**config.mk**
```make
export PLATFORM = sky130hd
export DESIGN_NAME = mmio_gpio_ctrl
export DESIGN_NICKNAME = d
export VERILOG_FILES = /design/src/rtl/gpio_pkg.sv /design/src/rtl/gpio_lane_xform.sv /design/src/rtl/gpio_in_sync.sv /design/src/rtl/gpio_pin_regs.sv /design/src/rtl/mmio_gpio_ctrl.sv
export SDC_FILE = /design/constraint.sdc
export NUM_CORES = 1
export LEC_CHECK = 0
export ABC_CLOCK_PERIOD_IN_PS = 1630
export BUFFER_PORTS_ARGS = -buffer_cell sky130_fd_sc_hd__buf_4
export CORE_UTILIZATION = 49
export DETAILED_ROUTE_END_ITERATION = 8
export PLACE_DENSITY = 0.76
export SETUP_SLACK_MARGIN = 0.02
export SYNTH_ARGS = -nofsm -noshare
export SYNTH_HDL_FRONTEND = slang
export SYNTH_HIERARCHICAL = 1
export SYNTH_SLANG_ARGS = --single-unit
export TNS_END_PERCENT = 1
```
**constraint.sdc**
```tcl
create_clock -name clk -period 1.63 [get_ports clk]
set_input_delay 0.0815 -clock clk [delete_from_list [all_inputs] [get_ports clk]]
set_output_delay 0.0815 -clock clk [all_outputs]
set_load 0.02 [all_outputs]
```
**src/rtl/gpio_pkg.sv**
```systemverilog
package gpio_pkg;
   typedef enum logic [1:0] {
      GREG_DATA = 2'd0,
      GREG_SET  = 2'd1,
      GREG_CLR  = 2'd2,
      GREG_DIR  = 2'd3
   } gpio_reg_e;

   localparam int GPIO_NUM_REGS = 4;
endpackage

```
**src/rtl/gpio_lane_xform.sv**
```systemverilog
// Maps between bus-word order and pin order: optional byte reversal and then
// optional bit mirroring. Both are involutions and commute, so the same
// instance type serves the write path and the read path.
module gpio_lane_xform #(
   parameter int WIDTH  = 32,
   parameter bit MIRROR = 1'b0,
   parameter bit SWAP   = 1'b0
) (
   input  logic [WIDTH-1:0] word_in,
   output logic [WIDTH-1:0] word_out
);
   localparam int NBYTES = WIDTH / 8;

   logic [WIDTH-1:0] swapped;

   generate
      if (SWAP) begin : g_swap
         for (genvar b = 0; b < NBYTES; b++) begin : g_byte
            assign swapped[b*8 +: 8] = word_in[(NBYTES-1-b)*8 +: 8];
         end
      end else begin : g_noswap
         assign swapped = word_in;
      end

      if (MIRROR) begin : g_mirror
         for (genvar i = 0; i < WIDTH; i++) begin : g_bit
            assign word_out[i] = swapped[WIDTH-1-i];
         end
      end else begin : g_straight
         assign word_out = swapped;
      end
   endgenerate
endmodule

```
**src/rtl/gpio_in_sync.sv**
```systemverilog
// Multi-stage synchronizer for the asynchronous pad inputs.
module gpio_in_sync #(
   parameter int WIDTH  = 32,
   parameter int STAGES = 2
) (
   input  logic             clk,
   input  logic             rst,
   input  logic [WIDTH-1:0] async_in,
   output logic [WIDTH-1:0] sync_out
);
   logic [WIDTH-1:0] stage_q [STAGES];

   generate
      if (STAGES < 2) begin : g_bad_stages
         $error("gpio_in_sync: STAGES must be at least 2");
      end
   endgenerate

   always_ff @(posedge clk) begin
      if (rst) begin
         for (int s = 0; s < STAGES; s++) stage_q[s] <= '0;
      end else begin
         stage_q[0] <= async_in;
         for (int s = 1; s < STAGES; s++) stage_q[s] <= stage_q[s-1];
      end
   end

   assign sync_out = stage_q[STAGES-1];
endmodule

```
**src/rtl/gpio_pin_regs.sv**
```systemverilog
// Output-value and direction state, held in pin order.
module gpio_pin_regs #(
   parameter int WIDTH        = 32,
   parameter bit DIR_IS_INPUT = 1'b0
) (
   input  logic             clk,
   input  logic             rst,
   input  logic             we_data,
   input  logic             we_set,
   input  logic             we_clr,
   input  logic             we_dir,
   input  logic [WIDTH-1:0] wword,
   output logic [WIDTH-1:0] out_q,
   output logic [WIDTH-1:0] dir_q,
   output logic [WIDTH-1:0] oe
);
   localparam logic [WIDTH-1:0] DIR_RESET = DIR_IS_INPUT ? '1 : '0;

   logic [WIDTH-1:0] out_d;

   always_comb begin
      out_d = out_q;
      if (we_data)     out_d = wword;
      else begin
         if (we_set)   out_d = out_d | wword;
         if (we_clr)   out_d = out_d & ~wword;
      end
   end

   always_ff @(posedge clk) begin
      if (rst) begin
         out_q <= '0;
         dir_q <= DIR_RESET;
      end else begin
         out_q <= out_d;
         if (we_dir) dir_q <= wword;
      end
   end

   generate
      if (DIR_IS_INPUT) begin : g_pol_in
         assign oe = ~dir_q;
      end else begin : g_pol_out
         assign oe = dir_q;
      end
   endgenerate

   // a data write loads the whole word
   p_load_r2: assert property (@(posedge clk) disable iff (rst)
      we_data |=> out_q == $past(wword));

   // without output writes the word holds
   p_hold_r2: assert property (@(posedge clk) disable iff (rst)
      !(we_data || we_set || we_clr) |=> $stable(out_q));

   // set bits read back high
   p_set_r3: assert property (@(posedge clk) disable iff (rst)
      (we_set && !we_data && !we_clr) |=> ((out_q & $past(wword)) == $past(wword)));

   // cleared bits read back low
   p_clr_r4: assert property (@(posedge clk) disable iff (rst)
      (we_clr && !we_data) |=> ((out_q & $past(wword)) == '0));

   // just out of reset no pin is driven
   p_rst_in_r10: assert property (@(posedge clk) disable iff (rst)
      $past(rst) |-> (oe == '0 && out_q == '0));
endmodule

```
**src/rtl/mmio_gpio_ctrl.sv**
```systemverilog
module mmio_gpio_ctrl #(
   parameter int WIDTH        = 32,
   parameter int ADDR_W       = 8,
   parameter bit DIR_IS_INPUT = 1'b0,
   parameter bit BIT_MIRROR   = 1'b0,
   parameter bit BYTE_SWAP    = 1'b0,
   parameter bit SET_READBACK = 1'b0,
   parameter int SYNC_STAGES  = 2
) (
   input  logic              clk,
   input  logic              rst,
   input  logic [ADDR_W-1:0] addr,
   input  logic              wr_en,
   input  logic [WIDTH-1:0]  wr_data,
   input  logic              rd_en,
   output logic [WIDTH-1:0]  rd_data,
   input  logic [WIDTH-1:0]  pin_in,
   output logic [WIDTH-1:0]  pin_out,
   output logic [WIDTH-1:0]  pin_oe
);
   import gpio_pkg::*;

   localparam int NBYTES = WIDTH / 8;
   localparam int LB     = (NBYTES > 1) ? $clog2(NBYTES) : 0;

   generate
      if (!(WIDTH == 8 || WIDTH == 16 || WIDTH == 32 || WIDTH == 64)) begin : g_bad_width
         $error("mmio_gpio_ctrl: WIDTH must be 8, 16, 32 or 64");
      end
      if (BYTE_SWAP && WIDTH == 64) begin : g_bad_swap
         $error("mmio_gpio_ctrl: byte swap is not available for 64-bit width");
      end
      if (ADDR_W < LB + 2) begin : g_bad_addr
         $error("mmio_gpio_ctrl: ADDR_W too small for the register map");
      end
   endgenerate

   // address decode
   logic              aligned;
   logic [ADDR_W-1:0] word_idx;
   logic              mapped;
   gpio_reg_e         sel;

   generate
      if (LB == 0) begin : g_align_byte
         assign aligned = 1'b1;
      end else begin : g_align_word
         assign aligned = (addr[LB-1:0] == '0);
      end
   endgenerate

   assign word_idx = addr >> LB;
   assign mapped   = aligned && (word_idx < ADDR_W'(GPIO_NUM_REGS));
   assign sel      = gpio_reg_e'(word_idx[1:0]);

   // write path: bus order -> pin order
   logic [WIDTH-1:0] wword;

   gpio_lane_xform #(.WIDTH(WIDTH), .MIRROR(BIT_MIRROR), .SWAP(BYTE_SWAP)) u_wr_xform (
      .word_in  (wr_data),
      .word_out (wword)
   );

   logic we_ok;
   assign we_ok = wr_en && mapped;

   logic [WIDTH-1:0] out_q, dir_q, oe;

   gpio_pin_regs #(.WIDTH(WIDTH), .DIR_IS_INPUT(DIR_IS_INPUT)) u_regs (
      .clk     (clk),
      .rst     (rst),
      .we_data (we_ok && sel == GREG_DATA),
      .we_set  (we_ok && sel == GREG_SET),
      .we_clr  (we_ok && sel == GREG_CLR),
      .we_dir  (we_ok && sel == GREG_DIR),
      .wword   (wword),
      .out_q   (out_q),
      .dir_q   (dir_q),
      .oe      (oe)
   );

   logic [WIDTH-1:0] in_sync;

   gpio_in_sync #(.WIDTH(WIDTH), .STAGES(SYNC_STAGES)) u_sync (
      .clk      (clk),
      .rst      (rst),
      .async_in (pin_in),
      .sync_out (in_sync)
   );

   // read path: select in pin order, then pin order -> bus order
   logic [WIDTH-1:0] level;
   logic [WIDTH-1:0] rsel;
   logic [WIDTH-1:0] rword;

   assign level = (out_q & oe) | (in_sync & ~oe);

   always_comb begin
      rsel = '0;
      if (mapped) begin
         unique case (sel)
            GREG_DATA: rsel = level;
            GREG_SET:  rsel = SET_READBACK ? out_q : '0;
            GREG_CLR:  rsel = '0;
            GREG_DIR:  rsel = dir_q;
         endcase
      end
   end

   gpio_lane_xform #(.WIDTH(WIDTH), .MIRROR(BIT_MIRROR), .SWAP(BYTE_SWAP)) u_rd_xform (
      .word_in  (rsel),
      .word_out (rword)
   );

   always_ff @(posedge clk) begin
      if (rst)        rd_data <= '0;
      else if (rd_en) rd_data <= rword;
   end

   assign pin_out = out_q;
   assign pin_oe  = oe;

   // read data holds while no read is issued
   p_rd_hold_r11: assert property (@(posedge clk) disable iff (rst)
      !rd_en |=> $stable(rd_data));

   // unmapped reads return zero
   p_unmapped_r1: assert property (@(posedge clk) disable iff (rst)
      (rd_en && !mapped) |=> rd_data == '0);
endmodule

```
# After elaboration in Yosys (flattened, before gate mapping)
# Memory sizes are Yosys's and may differ from the RTL's.
# Index checks and enable logic that the tools add are counted.
[totals] word_cells=37 regBits=96 in_bits=76 mem_count=1 ramBits=64 output_inout_bits=96
[classes] n_mux=11 bitwise=9 magnitude_cmp=1 n_reduce_logical=9 n_eq_ne=3
[memory_table] memory="u_sync.stage_q" words=2 width=32 rd=2 rd_ports_with_merged_regs=0 write_ports=2 line_no="gpio_in_sync.sv:11" text="logic [WIDTH-1:0] stage_q [STAGES];"
[ops] cell="2-to-1 mux 32 bit" count=7
[ops] cell="AND 32 bit" count=3
[ops] cell="case mux 32 bit (3 select lines)" count=1
[ops] cell="inverter 32 bit" count=2
[ops] cell="OR 32 bit" count=2
[ops] cell="logical AND 1 bit" count=6
[ops] cell="less-than comparator 6 x 3 -> 1 bit, second input constant" count=1
[ops] cell="equality test 2 bit, second input constant" count=2
[ops] cell="zero test 2 bit" count=2
[ops] cell="2-to-1 mux 1 bit" count=3
[ops] cell="equality test 2 x 1 -> 1 bit, second input constant" count=1
[ops] cell="OR 1 bit" count=2
[ops] cell="OR reduction 2 bit" count=1

# Logic depth before layout (Yosys ltp)
[logic_depth] ltp_word=9 depth_mapped=9 ltp_nobuf=5

# Modules after synthesis
# Netlist, hierarchy kept.
[modules_own_cells] mod="gpio_pin_regs" cells_each=282 instances=1 seq_area_each_um2=1281.2 area_per_inst_um2=3173.0
[modules_own_cells] mod="gpio_in_sync" cells_each=167 instances=1 seq_area_each_um2=1281.2 area_per_inst_um2=2158.3
[modules_own_cells] mod="mmio_gpio_ctrl" cells_each=222 instances=1 seq_area_each_um2=640.6 area_per_inst_um2=2000.7
[modules_own_cells] mod="gpio_lane_xform" cells_each=32 instances=2 seq_area_each_um2=0.0 area_per_inst_um2=240.2

# Worst setup path after synthesis
# No wires, ideal clock.
[synth_timing] path_type="input port to flip-flop" start="in addr[7]" end="reg u_regs.out_q[0]" path_buffers=1 arrival_ps=1573 t_required_ps=1570 stages=6 path_slack_ps=-3 setup_time_ps=60 path_cell_list="nor4_2 -> nand2_2 -> nor3_1 -> buf_6 -> a2bb2oi_2 -> o221a_1"
[synth_via] elab_chain_cells=9 elab_cells_between_ends=11 cone_classes="order compare: 1; mux: 4; bitwise: 1; reduce/logical: 5"
[synth_lines] element="from (decl)" line_no="mmio_gpio_ctrl.sv:12" text="input logic [ADDR_W-1:0] addr,"
[synth_lines] element="less-than comparator 6 x 3 -> 1 bit *" line_no="mmio_gpio_ctrl.sv:53" text="assign mapped = aligned && (word_idx < ADDR_W'(GPIO_NUM_REGS));"
[synth_lines] element="logical AND 1 bit *" line_no="mmio_gpio_ctrl.sv:53"
[synth_lines] element="logical AND 1 bit *" line_no="mmio_gpio_ctrl.sv:65" text="assign we_ok = wr_en && mapped;"
[synth_lines] element="logical AND 1 bit" line_no="mmio_gpio_ctrl.sv:73" text=".we_set (we_ok && sel == GREG_SET),"
[synth_lines] element="2-to-1 mux 32 bit" line_no="gpio_pin_regs.sv:25" text="if (we_set) out_d = out_d | wword;"
[synth_lines] element="2-to-1 mux 32 bit" line_no="gpio_pin_regs.sv:23" text="if (we_data) out_d = wword;"
[synth_lines] element="AND 32 bit" line_no="gpio_pin_regs.sv:26" text="if (we_clr) out_d = out_d & ~wword;"
[synth_lines] element="2-to-1 mux 32 bit" line_no="gpio_pin_regs.sv:26"
[synth_lines] element="2-to-1 mux 32 bit *" line_no="gpio_pin_regs.sv:23"
[synth_lines] element="to (signal assigned)" line_no="gpio_pin_regs.sv:35" text="out_q <= out_d;"
[synth_lines] element="to (decl)" line_no="gpio_pin_regs.sv:13" text="output logic [WIDTH-1:0] out_q,"
# Every way passes the cells marked *; elsewhere a longest branch is shown, timed or not. The select of a mux whose other input is x is not followed.
# A chain may end at the register's enable or synchronous reset.

# Worst setup path in the final report
[layout_timing] start="in addr[7]" end="reg u_regs.out_q[25]"
# The elaborated chain is that of the path after synthesis.

==> summary.md <==
| Metric | Value |
|---|---|
| Status | complete, no violations |
| Synthesized area per cell | approximately 11 sq um |
| Worst R2R Path Depth | 5 |
| DRC | 0 |
| GRT Residual Overflow | 0 |
| Initial antenna violation count | 0 |
| Most common cell after layout, fill and taps aside | buf_4 |
| First-pass GRT wire length | approximately 29 mm |
| Critical Path RT | around 2.0 ns |
| Largest family of logic cells by synthesized area | buffers and inverters |
| Area of the multi-input gates | 3290 sq um |
| Adder-Cell Fraction of Synth Area | 0% |
| Post-DP HPWL | 11.8 mm |
| Worst reg2reg path startpoint | u_regs/dir_q[26]$_SDFFE_PP0P_ |
| Crit-path max FO | 6 |
| I/O Pins | 172 |
| Layout Nets | a little over 900 |
| First DRT Iteration DRCs | 337 |
| Slew margin rel. | 57.8% |
| Clock Tree Buf Depth | 2 |
| Syn Std Cell Area | 7810 sq um |
| Startpoint types | input port |
| Clk_lat worst skew | 0.42 ns |
| CP arrival | 1.73 ns |
| Largest net degree at the start of global routing | 63 |
| Htree depth | 4 |
| Clock transition at path regs | approximately 0.060 ns |
| Peak supply drop | approximately 1.0 mV |
| GRT Total Usage | 22.5% |
| Synth cell types | 29 |
| Row cnt | between 40 and 50 |
| R2R Setup Slk | 0.30 ns |
| Finished Layout Cells | 1060 |
| Final setup vio count | 0 |
| R2r endpoint | rd_data[26]$_SDFFE_PP0P_ |
| Simple-Gate Fraction of Synth Area | 15.3% |
| Crit path from | addr[7] |
| Most frequent cells in the layout | 186 x buf_4, 160 x dfxtp_1, 97 x nor2_1 |
| Vias | between 5000 and 6000 |
| DRT antenna net count | 0 |
| Synthesis-to-finish area growth | 22.0% |
| Synth warnings | 6 |
| Routed WL | 18.1 mm |
| Max Slew Vio Count | 0 |
| Pin slew with the least headroom to its limit | 0.633 ns |
| Final hold slack | ~0.17 ns |
| Setup bufs post-CTS | 0 |
| Fin crit share | 84.2% |
| Die H | 128 microns |
| Critical path endpoint category | register |
| MaxCap Viol Count | 0 |
| CTS tree | yes |
| Drt first pass iters | 5 |
| Tmin final | 1.37 ns |
| Placed cells | ~960 |
| Root Driver | clkbuf_16 |
| RSZ-0062 raised after global routing | no |
| Via density | 5.15 |
| Mux cell area share after synthesis | 12.8% |
| Syn Inst Count | 735 |
| Compound-Gate Fraction of Synth Area | 13.5% |
| Register area | ~3200 sq um |
| # diodes | 0 |
| Core area | 15400 sq um |
| Post-Synth XOR/XNOR Area | 0% |
| Crit path to | u_regs/out_q[25]$_SDFF_PP0_ |
| DR WL/cell | between 15 and 20 microns |
| I/O Buffers | 171 |
| Routability cong. | 0.804 |
| Die extent in x | 128 microns |
| Num CTS Buffers | 17 |
| Share of cells above drive strength 1 | 41.7% |
| #FFs+latches synth | 160 |
| Initial Utilization | 50.8% |
| Syn nets | 811 |
| Vias in the first global route | approximately 5700 |
| WS Path Type | input port to register |
| Final Skew | 0.00908 ns |
| Fillers | 1210 |
| Pwr Density | 892 nW/um^2 |
| Sink Count | 160 |
| Sequential share of the synthesized area | 41.0% |
| Leakage | 4.04 nW |
| Endpoints failing hold | 0 |
| Overall die area | 16500 sq um |
| Worst hold path class | input port to register |
| Fmax | 0.729 GHz |
## kinds of logic (layout without fill, tap and decap cells)
family | Yosys count | count (layout)
and+or+nand+nor | 206 | 206
buffers and inverters | 177 | 291
DFF | 160 | 160
AOI/OAI and AO/OA | 96 | 96
muxes | 96 | 96
## worst max-delay path, cell delays in order
cell	delay, ns
buf_4	0.11
nor4_2	0.34
nand2_2	0.24
nor3_4	0.31
buf_4	0.22
a2bb2oi_1	0.22
o221a_1	0.21
## worst min-delay path by stage
stage                     cells after the start        from                               end  slack, ns
final                                         3         rst     u_regs/dir_q[20]$_SDFFE_PP0P_       0.17
after global placement                        2  pin_in[23]  u_sync/stage_q[0][23]$_SDFF_PP0_       0.29
after CTS                                     3         rst  u_sync/stage_q[0][56]$_SDFF_PP0_       0.17
after detailed placement                      2  pin_in[25]  u_sync/stage_q[0][25]$_SDFF_PP0_       0.30
after floorplan                               1         rst           rd_data[5]$_SDFFE_PP0P_       0.15
after global routing                          3         rst  u_sync/stage_q[0][53]$_SDFF_PP0_       0.18
## power by group
part           total, mW  switching, mW  internal, mW
registers           4.00         0.0201          3.98
logic              0.633          0.280         0.353
clock network       3.87           1.72          2.15
total               8.51           2.02          6.49
## cell usage after synthesis
cell type  count  share of area, %
nand2_2        1             0.080
nor2_2         1             0.080
dfxtp_1      160                41
buf_4        136                13
buf_6         17               2.5
mux2i_1       64               8.2
nor4_2         1              0.16
a211oi_1       1             0.096
a22oi_1       32               3.1
nand3b_1       1             0.096
inv_1          1             0.048
buf_8          2              0.38
mux2_2        32               4.6
nor2b_2       60               6.7
nor2_1       100               4.8
nor3_1         1             0.064
and3b_1        1              0.11
nor2b_1       31               2.5
a2bb2oi_2     29               5.6
o21ai_0        1             0.064
buf_12         1              0.26
nand2_1        3              0.14
and2b_1        4              0.38
and2_1         1             0.080
buf_2         14              0.90
a2bb2oi_1      2              0.22
clkbuf_1       6              0.29
nand2b_1       1             0.080
o221a_1       31               4.5
## sequential cells by signal (all words and copies together) (netlist names), named ones only
register        count
u_regs/dir_q       32
u_regs/out_q       31
rd_data            32
u_sync/stage_q     64
## metrics by stage
| step | instance area [sq um] | setup slack, ns | utilization (%) | total power, mW | TNS, ns |
|---|---|---|---|---|---|
| 2_1_floorplan | 7820 | 0.183 | - | 4.48 | 0 |
| 3_3_place_gp | 8320 | -0.116 | 54.1 | 4.58 | -2.05 |
| 3_5_place_dp | 8320 | -0.182 | 54.1 | 4.59 | -4.26 |
| 5_1_grt | 9530 | 0.170 | 62.0 | 8.81 | 0 |
| 6_report | 9530 | 0.258 | 62.0 | 8.51 | 0 |
| 4_1_cts | 9530 | 0.254 | 62.0 | 8.57 | 0 |
## what timing repair did
item / CTS / global route
resized for setup: 0 / 0
hold buffers: 64 / 0
endpoints found under the hold margin: 96 / 0
## final cells by class
cell class              count  area share [%]
multi-input cells         398            34.5
flip-flops and latches    160            33.6
repair buffers            258            23.1
clock buffers              17            4.46
well taps                 211            2.77
clock inverters            15            1.55
inverters                   1          0.0394
## per-layer routing
layer | up-vias | global-route usage, % | part of all wire, %
met1 | 2661 | 25.9 | 42
met5 | - | 0 | 0
met4 | 0 | 6.78 | 1.0
met2 | 194 | 39.8 | 51
met3 | 15 | 6.59 | 6.3
li1 | 2590 | - | -
No activity file was read; power rests on OpenSTA's default activity.
